**src/rtl/ccc_pkg.sv**
```systemverilog
package ccc_pkg;
    typedef enum logic [1:0] {
        S_REST    = 2'd0,
        S_UP_HELD = 2'd1,
        S_DN_HELD = 2'd2,
        S_PRESET  = 2'd3
    } step_state_e;

    typedef enum logic [1:0] {
        CMD_NONE = 2'd0,
        CMD_INC  = 2'd1,
        CMD_DEC  = 2'd2,
        CMD_MID  = 2'd3
    } step_cmd_e;
endpackage

```
**src/rtl/ccc_sync.sv**
```systemverilog
module ccc_sync #(
    parameter int WIDTH  = 2,
    parameter int STAGES = 2
) (
    input  logic             clk,
    input  logic             rst_n,
    input  logic [WIDTH-1:0] async_i,
    output logic [WIDTH-1:0] sync_o
);
    logic [WIDTH-1:0] stage_q [STAGES];

    always_ff @(posedge clk or negedge rst_n) begin
        if (!rst_n) begin
            for (int i = 0; i < STAGES; i++) stage_q[i] <= '1;
        end else begin
            stage_q[0] <= async_i;
            for (int i = 1; i < STAGES; i++) stage_q[i] <= stage_q[i-1];
        end
    end

    assign sync_o = stage_q[STAGES-1];
endmodule

```
**src/rtl/ccc_step_fsm.sv**
```systemverilog
module ccc_step_fsm
    import ccc_pkg::*;
(
    input  logic      clk,
    input  logic      rst_n,
    input  logic      up_lvl_n,
    input  logic      dn_lvl_n,
    output step_cmd_e cmd_o
);
    step_state_e state_q, state_d;

    always_comb begin
        unique case ({up_lvl_n, dn_lvl_n})
            2'b11:   state_d = S_REST;
            2'b01:   state_d = S_UP_HELD;
            2'b10:   state_d = S_DN_HELD;
            default: state_d = S_PRESET;
        endcase
    end

    always_ff @(posedge clk or negedge rst_n) begin
        if (!rst_n) state_q <= S_REST;
        else        state_q <= state_d;
    end

    always_comb begin
        cmd_o = CMD_NONE;
        unique case (state_q)
            S_REST: begin
                if (state_d == S_UP_HELD)      cmd_o = CMD_INC;
                else if (state_d == S_DN_HELD) cmd_o = CMD_DEC;
                else if (state_d == S_PRESET)  cmd_o = CMD_MID;
            end
            S_UP_HELD: begin
                if (state_d == S_DN_HELD)      cmd_o = CMD_DEC;
                else if (state_d == S_PRESET)  cmd_o = CMD_MID;
            end
            S_DN_HELD: begin
                if (state_d == S_UP_HELD)      cmd_o = CMD_INC;
                else if (state_d == S_PRESET)  cmd_o = CMD_MID;
            end
            S_PRESET: begin
                if (state_d == S_PRESET)       cmd_o = CMD_MID;
            end
        endcase
    end

    // an increment is only ever followed by the raise-held state
    assert_inc_enters_up_R2: assert property (@(posedge clk) disable iff (!rst_n)
        (cmd_o == CMD_INC) |=> (state_q == S_UP_HELD));
    // a decrement is only ever followed by the lower-held state
    assert_dec_enters_dn_R3: assert property (@(posedge clk) disable iff (!rst_n)
        (cmd_o == CMD_DEC) |=> (state_q == S_DN_HELD));
    // a held input never issues a second step
    assert_no_repeat_step_R9: assert property (@(posedge clk) disable iff (!rst_n)
        (cmd_o == CMD_INC || cmd_o == CMD_DEC) |=> (cmd_o != $past(cmd_o)));
endmodule

```
**src/rtl/ccc_code_reg.sv**
```systemverilog
module ccc_code_reg
    import ccc_pkg::*;
#(
    parameter int CODE_W = 6
) (
    input  logic              clk,
    input  logic              rst_n,
    input  logic              en_i,
    input  step_cmd_e         cmd_i,
    output logic [CODE_W-1:0] code_o,
    output logic              sat_o
);
    localparam logic [CODE_W-1:0] CODE_MID = {1'b1, {(CODE_W-1){1'b0}}};
    localparam logic [CODE_W-1:0] CODE_MAX = '1;
    localparam logic [CODE_W-1:0] CODE_MIN = '0;

    logic [CODE_W-1:0] code_q;
    logic              sat_q;

    always_ff @(posedge clk or negedge rst_n) begin
        if (!rst_n) begin
            code_q <= CODE_MID;
            sat_q  <= 1'b0;
        end else begin
            sat_q <= 1'b0;
            if (en_i) begin
                unique case (cmd_i)
                    CMD_INC: begin
                        if (code_q == CODE_MAX) sat_q  <= 1'b1;
                        else                    code_q <= code_q + 1'b1;
                    end
                    CMD_DEC: begin
                        if (code_q == CODE_MIN) sat_q  <= 1'b1;
                        else                    code_q <= code_q - 1'b1;
                    end
                    CMD_MID:  code_q <= CODE_MID;
                    CMD_NONE: code_q <= code_q;
                endcase
            end
        end
    end

    assign code_o = code_q;
    assign sat_o  = sat_q;

    // a refused step leaves the code where it was
    assert_sat_holds_code_R6: assert property (@(posedge clk) disable iff (!rst_n)
        sat_q |-> $stable(code_q));
    // the flag lasts one cycle
    assert_sat_one_cycle_R7: assert property (@(posedge clk) disable iff (!rst_n)
        sat_q |=> !sat_q);
    // power-down freezes code and flag
    assert_frozen_when_down_R8: assert property (@(posedge clk) disable iff (!rst_n)
        !en_i |=> ($stable(code_q) && !sat_q));
    // any change is one count or the preset
    assert_single_count_R9: assert property (@(posedge clk) disable iff (!rst_n)
        !$stable(code_q) |-> (code_q == CODE_W'($past(code_q) + 1'b1) ||
                              code_q == CODE_W'($past(code_q) - 1'b1) ||
                              code_q == CODE_MID));
endmodule

```
**src/rtl/contrast_code_ctrl.sv**
```systemverilog
module contrast_code_ctrl
    import ccc_pkg::*;
#(
    parameter int CODE_W      = 6,
    parameter int SYNC_STAGES = 2
) (
    input  logic              clk,
    input  logic              rst_n,
    input  logic              pwr_dn_n,
    input  logic              step_up_n,
    input  logic              step_dn_n,
    output logic [CODE_W-1:0] code,
    output logic              sat
);
    logic [1:0] lvl_n;
    step_cmd_e  cmd;

    ccc_sync #(.WIDTH(2), .STAGES(SYNC_STAGES)) u_sync (
        .clk     (clk),
        .rst_n   (rst_n),
        .async_i ({step_up_n, step_dn_n}),
        .sync_o  (lvl_n)
    );

    ccc_step_fsm u_fsm (
        .clk      (clk),
        .rst_n    (rst_n),
        .up_lvl_n (lvl_n[1]),
        .dn_lvl_n (lvl_n[0]),
        .cmd_o    (cmd)
    );

    ccc_code_reg #(.CODE_W(CODE_W)) u_code (
        .clk    (clk),
        .rst_n  (rst_n),
        .en_i   (pwr_dn_n),
        .cmd_i  (cmd),
        .code_o (code),
        .sat_o  (sat)
    );

    // both synchronized inputs low with power on gives midscale next cycle
    assert_both_low_mid_R4: assert property (@(posedge clk) disable iff (!rst_n)
        (lvl_n == 2'b00 && pwr_dn_n) |=> (code == {1'b1, {(CODE_W-1){1'b0}}}));
endmodule

```
**config.mk**
```make
export PLATFORM = sky130hd
export DESIGN_NAME = contrast_code_ctrl
export DESIGN_NICKNAME = d
export VERILOG_FILES = /design/src/rtl/ccc_pkg.sv /design/src/rtl/ccc_sync.sv /design/src/rtl/ccc_step_fsm.sv /design/src/rtl/ccc_code_reg.sv /design/src/rtl/contrast_code_ctrl.sv
export SDC_FILE = /design/constraint.sdc
export NUM_CORES = 1
export LEC_CHECK = 0
export ABC_CLOCK_PERIOD_IN_PS = 5050
export BUFFER_PORTS_ARGS = -buffer_cell sky130_fd_sc_hd__clkbuf_2
export CORE_MARGIN = 2
export CORE_UTILIZATION = 30
export CTS_BUF_LIST = sky130_fd_sc_hd__clkbuf_2
export DETAILED_ROUTE_END_ITERATION = 8
export PLACE_DENSITY_LB_ADDON = 0.2
export SYNTH_ARGS = -nofsm -noshare
export SYNTH_HDL_FRONTEND = slang
export SYNTH_SLANG_ARGS = --single-unit
```
**constraint.sdc**
```tcl
create_clock -name clk -period 5.05 [get_ports clk]
set_clock_uncertainty 0.1 [all_clocks]
set_input_delay 1.01 -clock clk [delete_from_list [all_inputs] [get_ports clk]]
set_output_delay 1.01 -clock clk [all_outputs]
set_load 0.005 [all_outputs]
```
== Yosys cells after proc, flatten, opt, wreduce, memory -nomap -nowiden ==
Cells that the tools add are included.

* Flip-flop bits (word level): 13
* Bits of input ports: 5
* Output and inout bits: 7
* Word-level logic and storage cells: 40

* Add/sub/neg operators: 2
* Eq/ne operators: 15
* Multiplexer cells: 13
* Bitwise operators: 1
* Reductions and logical operators: 4

{| class="wikitable"
|+ Operator list
! kind !! number
|-
| $pmux 6 s3 || 1
|-
| $eq 2x2->1 const B || 8
|-
| $mux 6 || 2
|-
| $eq 2x1->1 const B || 4
|-
| $mux 2 || 4
|-
| $pmux 2 s4 || 1
|-
| $add 6x1->6 const B || 1
|-
| $eq 6x6->1 const B || 1
|-
| $logic_not 6->1 || 1
|-
| $pmux 2 s3 || 1
|-
| $sub 6x1->6 const B || 1
|-
| $logic_not 2->1 || 2
|-
| $ne 2x2->1 const B || 2
|-
| $reduce_and 4->1 || 1
|-
| $mux 1 || 3
|-
| $pmux 1 s2 || 1
|-
| $not 1->1 || 1
|}

== Longest topological paths before layout ==
* Depth after elaboration: 10
* Mapped depth: 11
* Mapped depth without buffers: 10

== Cells and area by module ==
A second synthesis with hierarchy kept.

* Cell total of the unflattened synthesis: 86
* Area total of the unflattened synthesis: 842.1 µm²

{| class="wikitable"
|+ Modules (own cells, without submodules)
! module !! instances !! cells an instance !! area an instance (µm²)
|-
| ccc_code_reg || 1 || 74 || 654.4
|-
| ccc_sync || 1 || 6 || 120.1
|-
| ccc_step_fsm || 1 || 6 || 67.6
|}

== Worst setup path before layout ==
OpenSTA, ideal clock, no wires.

* Path kind: flip-flop to flip-flop
* From: register u_sync.stage_q (netlist bit u_sync.sync_o[0])
* To: register u_code.code_q[4] (netlist: u_code.code_o[4])
* Library setup time: 0.121 ns
* Arrival time: 2.310 ns
* Data required time: 4.829 ns
* Setup slack: 2.519 ns
* Cell stages (with the launch flop): 12
* Period minus slack after synthesis: 2.531 ns
* Cells stage by stage: dfstp_2 -> a21oi_1 -> inv_1 -> ha_1 -> buf_1 -> xor2_1 -> ha_1 -> o211a_1 -> nor3_1 -> a211oi_1 -> o21bai_1 -> a22o_1

* Longest elaborated chain between the ends: 10
* Elaborated cells on any way between the ends: 21
* Classes of those cells: 11 x eq/ne; 7 x mux; 1 x bitwise; 2 x reduce/logical

{| class="wikitable"
|+ Ends and longest elaborated chain
! what !! line !! text
|-
| start: declaration || ccc_sync.sv:10 || <nowiki>logic [WIDTH-1:0] stage_q [STAGES];</nowiki>
|-
| $eq 2x2->1 / $eq 2x1->1 (equally long branches) || ccc_step_fsm.sv:13 || <nowiki>unique case ({up_lvl_n, dn_lvl_n})</nowiki>
|-
| $pmux 2 s3 (*) || ccc_step_fsm.sv:13 ||
|-
| $eq 2x2->1 || -- ||
|-
| $mux 2 || -- ||
|-
| $mux 2 || ccc_step_fsm.sv:35 || <nowiki>if (state_d == S_DN_HELD) cmd_o = CMD_DEC;</nowiki>
|-
| $mux 2 || ccc_step_fsm.sv:30 || <nowiki>if (state_d == S_UP_HELD) cmd_o = CMD_INC;</nowiki>
|-
| $pmux 2 s4 (*) || ccc_step_fsm.sv:28 || <nowiki>unique case (state_q)</nowiki>
|-
| $eq 2x2->1, or another cell as far along || ccc_code_reg.sv:27 || <nowiki>unique case (cmd_i)</nowiki>
|-
| $ne 2x2->1 (no line) / $not 1->1 (equally long branches) || -- ||
|-
| $reduce_and 4->1 (no line) || -- ||
|-
| end signal: assignment || ccc_code_reg.sv:30 || <nowiki>else code_q <= code_q + 1'b1;</nowiki>
|-
| end signal: assignment || ccc_code_reg.sv:34 || <nowiki>else code_q <= code_q - 1'b1;</nowiki>
|-
| end signal: assignment || ccc_code_reg.sv:37 || <nowiki>CMD_NONE: code_q <= code_q;</nowiki>
|-
| end: declaration || ccc_code_reg.sv:17 || <nowiki>logic [CODE_W-1:0] code_q;</nowiki>
|}

Every way passes the cells marked *; elsewhere a longest branch is shown, timed or not.
A chain may end at the register's enable or synchronous reset.

== Worst setup path after layout ==
* From: register u_sync.stage_q (netlist bit u_sync.sync_o[0])
* To: register u_code.code_q[5] (netlist: u_code.code_o[5])

The elaborated chain is that of the path after synthesis.

==> flow_summary.json <==
{
  "max_freq_mhz": 358,
  "grt_pass1_vias": 676,
  "cts_buffers": 3,
  "dp_cells": 129,
  "nFillCells": 273,
  "wl_per_cell_um": 13.7,
  "synth_xor_area_share_pct": 4.08,
  "synth_simple_gate_area_share_pct": 19.4,
  "cts_max_level": 1,
  "synthTopCellsByArea": "dfrtp_1 23%, dfstp_2 15%, ha_1 8.7%",
  "via_per_inst": 5.50,
  "min_path_type": "reg -> reg",
  "timing.final.hold_violations": 0,
  "post_cts_resized": 0,
  "cts_setup_buffers": 0,
  "total_power_w": 0.000392,
  "p_leak_nw": 0.431,
  "area_growth_pct": 10.6,
  "worstRegToRegCells": 8,
  "final-seq-area_um2": 332,
  "multi_input_area_um2": 487,
  "synth_edf_count": 0,
  "finalCritPeriodShare_pct": 55.3,
  "ios": 12,
  "layout.nets": 114,
  "regToRegStartpoint": "u_sync.sync_o[0]$_DFF_PN1_",
  "worst_pin_slew_ns": 0.548,
  "rsz0062_at_grt": "false",
  "drt_iter0_drc": 24,
  "gr-total-overflow": 0,
  "worstPathRequired_ns": 5.14,
  "setup_slack_ns": 2.26,
  "reg2reg_to": "u_code.code_o[5]$_DFFE_PN1P_",
  "cts_sinks": 13,
  "ys.warnings.count": 0,
  "drc": 0,
  "row_count": 19,
  "synth_compound_area_share_pct": 24.5,
  "synth_top_family_by_area": "compound AO/OA/AOI/OAI gates",
  "drv_cap": 0,
  "clkTransAtPathRegs_ns": 0.13,
  "async_reset_ff_share_pct": 100,
  "cts_hold_buf": 0,
  "synthTopCellsByCount": "8 x dfrtp_1, 7 x o21ai_0, 6 x a21oi_1, 6 x ha_1, 6 x nand2_1",
  "root_buffer": "clkbuf_2",
  "dp_hpwl_um": 1300,
  "finalSetupTns_ns": 0,
  "syn_area_per_cell_um2": 9.24,
  "die_h_um": 57.5,
  "reg2reg_slack_ns": 2.26,
  "cp_data_arrival_time_ns": 2.88,
  "start_util_pct": 31.4,
  "endpoint_kind": "flop",
  "outcome": "finished, final reports clean",
  "cts_buffer_depth": 2,
  "drive_gt1_share_pct": 24.5,
  "ys_seq_area_share_pct": 38.6,
  "vias": 731,
  "critPathKind": "reg -> reg",
  "drv_slew": 0,
  "min_path_cells": 0,
  "synth_cell_type_count": 38,
  "worstHoldStart": "u_sync.stage_q[3]$_DFF_PN1_",
  "port_buffers": 11,
  "synth_area_um2": 860,
  "synth.top_cell.area_share_pct": 23.3,
  "antennaDiodeCount": 0,
  "stdcell_count": 133,
  "period_minus_slack_ns": 2.79,
  "ant_nets": 0,
  "grt_max_degree": 16,
  "die_area_mm2": 0.00331,
  "gp_congestion": 0.723,
  "synthFlopType": "dfrtp_1",
  "synthAdderAreaFrac_pct": 8.73,
  "antenna_found_initial": 0,
  "cts_tree": "built",
  "synth-seq-cells": 13,
  "min_to": "u_sync.sync_o[1]$_DFF_PN1_",
  "dr.pass1.iters": 4,
  "pre_cts_ws_ns": 2.29,
  "grt_pass1_wl_um": 3160,
  "wl_um": 1830,
  "maxSlewHeadroom_pct": 63.4,
  "track_usage_pct": 12.3,
  "core_mm2": 0.00273,
  "yosys-mux-area-fraction_pct": 0,
  "crit_fanout": 15,
  "power_per_cell_area_mw_per_mm2": 412,
  "die_w_um": 57.5,
  "synth_most_common_cell": "dfrtp_1",
  "clk_latency_ns": 0.27,
  "worst_setup_path_start_kind": "flop",
  "ir_drop_mv": 0.195,
  "syn_nets": 104,
  "setup_viol": 0,
  "syn_inst": 93,
  "synth_top_area_cell": "dfrtp_1"
}
cells in the final DEF (no fill, tap or decap), types with 2 or more instances in the layout:
cell type and instances:
clkbuf_2 14, dfrtp_1 8, o21ai_0 7, a21oi_1 6, nand2_1 6, ha_1 6, inv_1 5, nor2_1 5
dfstp_2 5, xor2_1 3, nand2b_1 3, nor3_1 3, nand3_1 2, a211oi_1 2, o211a_1 2, o21bai_1 2
a22o_1 2
area by class of cell:
| type | instances | area share [%] |
|---|---|---|
| clock buffer | 3 | 1.58 |
| tap | 31 | 4.08 |
| multi-input combinational | 69 | 51.2 |
| timing repair buffer | 11 | 5.79 |
| sequential | 13 | 34.9 |
| inverter | 5 | 1.97 |
| clock inverter | 1 | 0.526 |
worst max-delay path, stage by stage, from the launching register on:
cell      delay (ns)
dfstp_2         0.58
a21oi_1         0.09
inv_1           0.11
ha_1            0.51
or4b_4          0.56
o22a_1          0.26
nand3_2         0.18
nor2_2          0.07
a311oi_2        0.25
power breakdown:
group	total [W]	switching (W)	internal, W
Combinational	0.000156	0.0000806	0.0000757
Sequential	0.000183	0.0000536	0.000129
Clock	0.0000526	0.0000347	0.0000179
Total	0.000392	0.000169	0.000223
layer usage:
| metal | up-vias | track usage [%] | part of all wire [%] |
|---|---|---|---|
| li1 | 358 | - | - |
| met1 | 359 | 17.5 | 50 |
| met2 | 12 | 18.5 | 46 |
| met3 | 2 | 2.72 | 2.8 |
| met4 | 0 | 3.99 | 0.71 |
| met5 | - | 0 | 0 |
worst max-delay path by stage:
stage | from | endpoint | cells past startpoint
after floorplan | u_sync.sync_o[0]$_DFF_PN1_ | u_code.code_o[4]$_DFFE_PN0P_ | 11
after global placement | u_sync.sync_o[0]$_DFF_PN1_ | u_code.code_o[5]$_DFFE_PN1P_ | 8
after detailed placement | u_sync.sync_o[0]$_DFF_PN1_ | u_code.code_o[5]$_DFFE_PN1P_ | 8
after CTS | u_sync.sync_o[0]$_DFF_PN1_ | u_code.code_o[5]$_DFFE_PN1P_ | 8
after global routing | u_sync.sync_o[0]$_DFF_PN1_ | u_code.code_o[5]$_DFFE_PN1P_ | 8
final | u_sync.sync_o[0]$_DFF_PN1_ | u_code.code_o[5]$_DFFE_PN1P_ | 8
sequential cells by signal, summed over array words and instances (netlist names):
register        flops
u_code.code_o       6
u_fsm.state_q       2
u_sync.stage_q      2
u_sync.sync_o       2
u_code.sat_o        1
per-stage QoR:
stage	cell area, µm²	hold slack (ns)	utilization (%)
6_report	951	0.266	34.8
4_1_cts	951	0.269	34.8
2_1_floorplan	860	0.245	-
3_3_place_gp	931	0.247	34.1
3_5_place_dp	931	0.249	34.1
5_1_grt	951	0.270	34.8
cells by family after synthesis:
logic type,after synthesis
simple gates,29
xor+xnor,4
flops,13
compound gates,30
fa+ha+maj,6
buf+inv,11
Power figures use the tool's default switching activity.
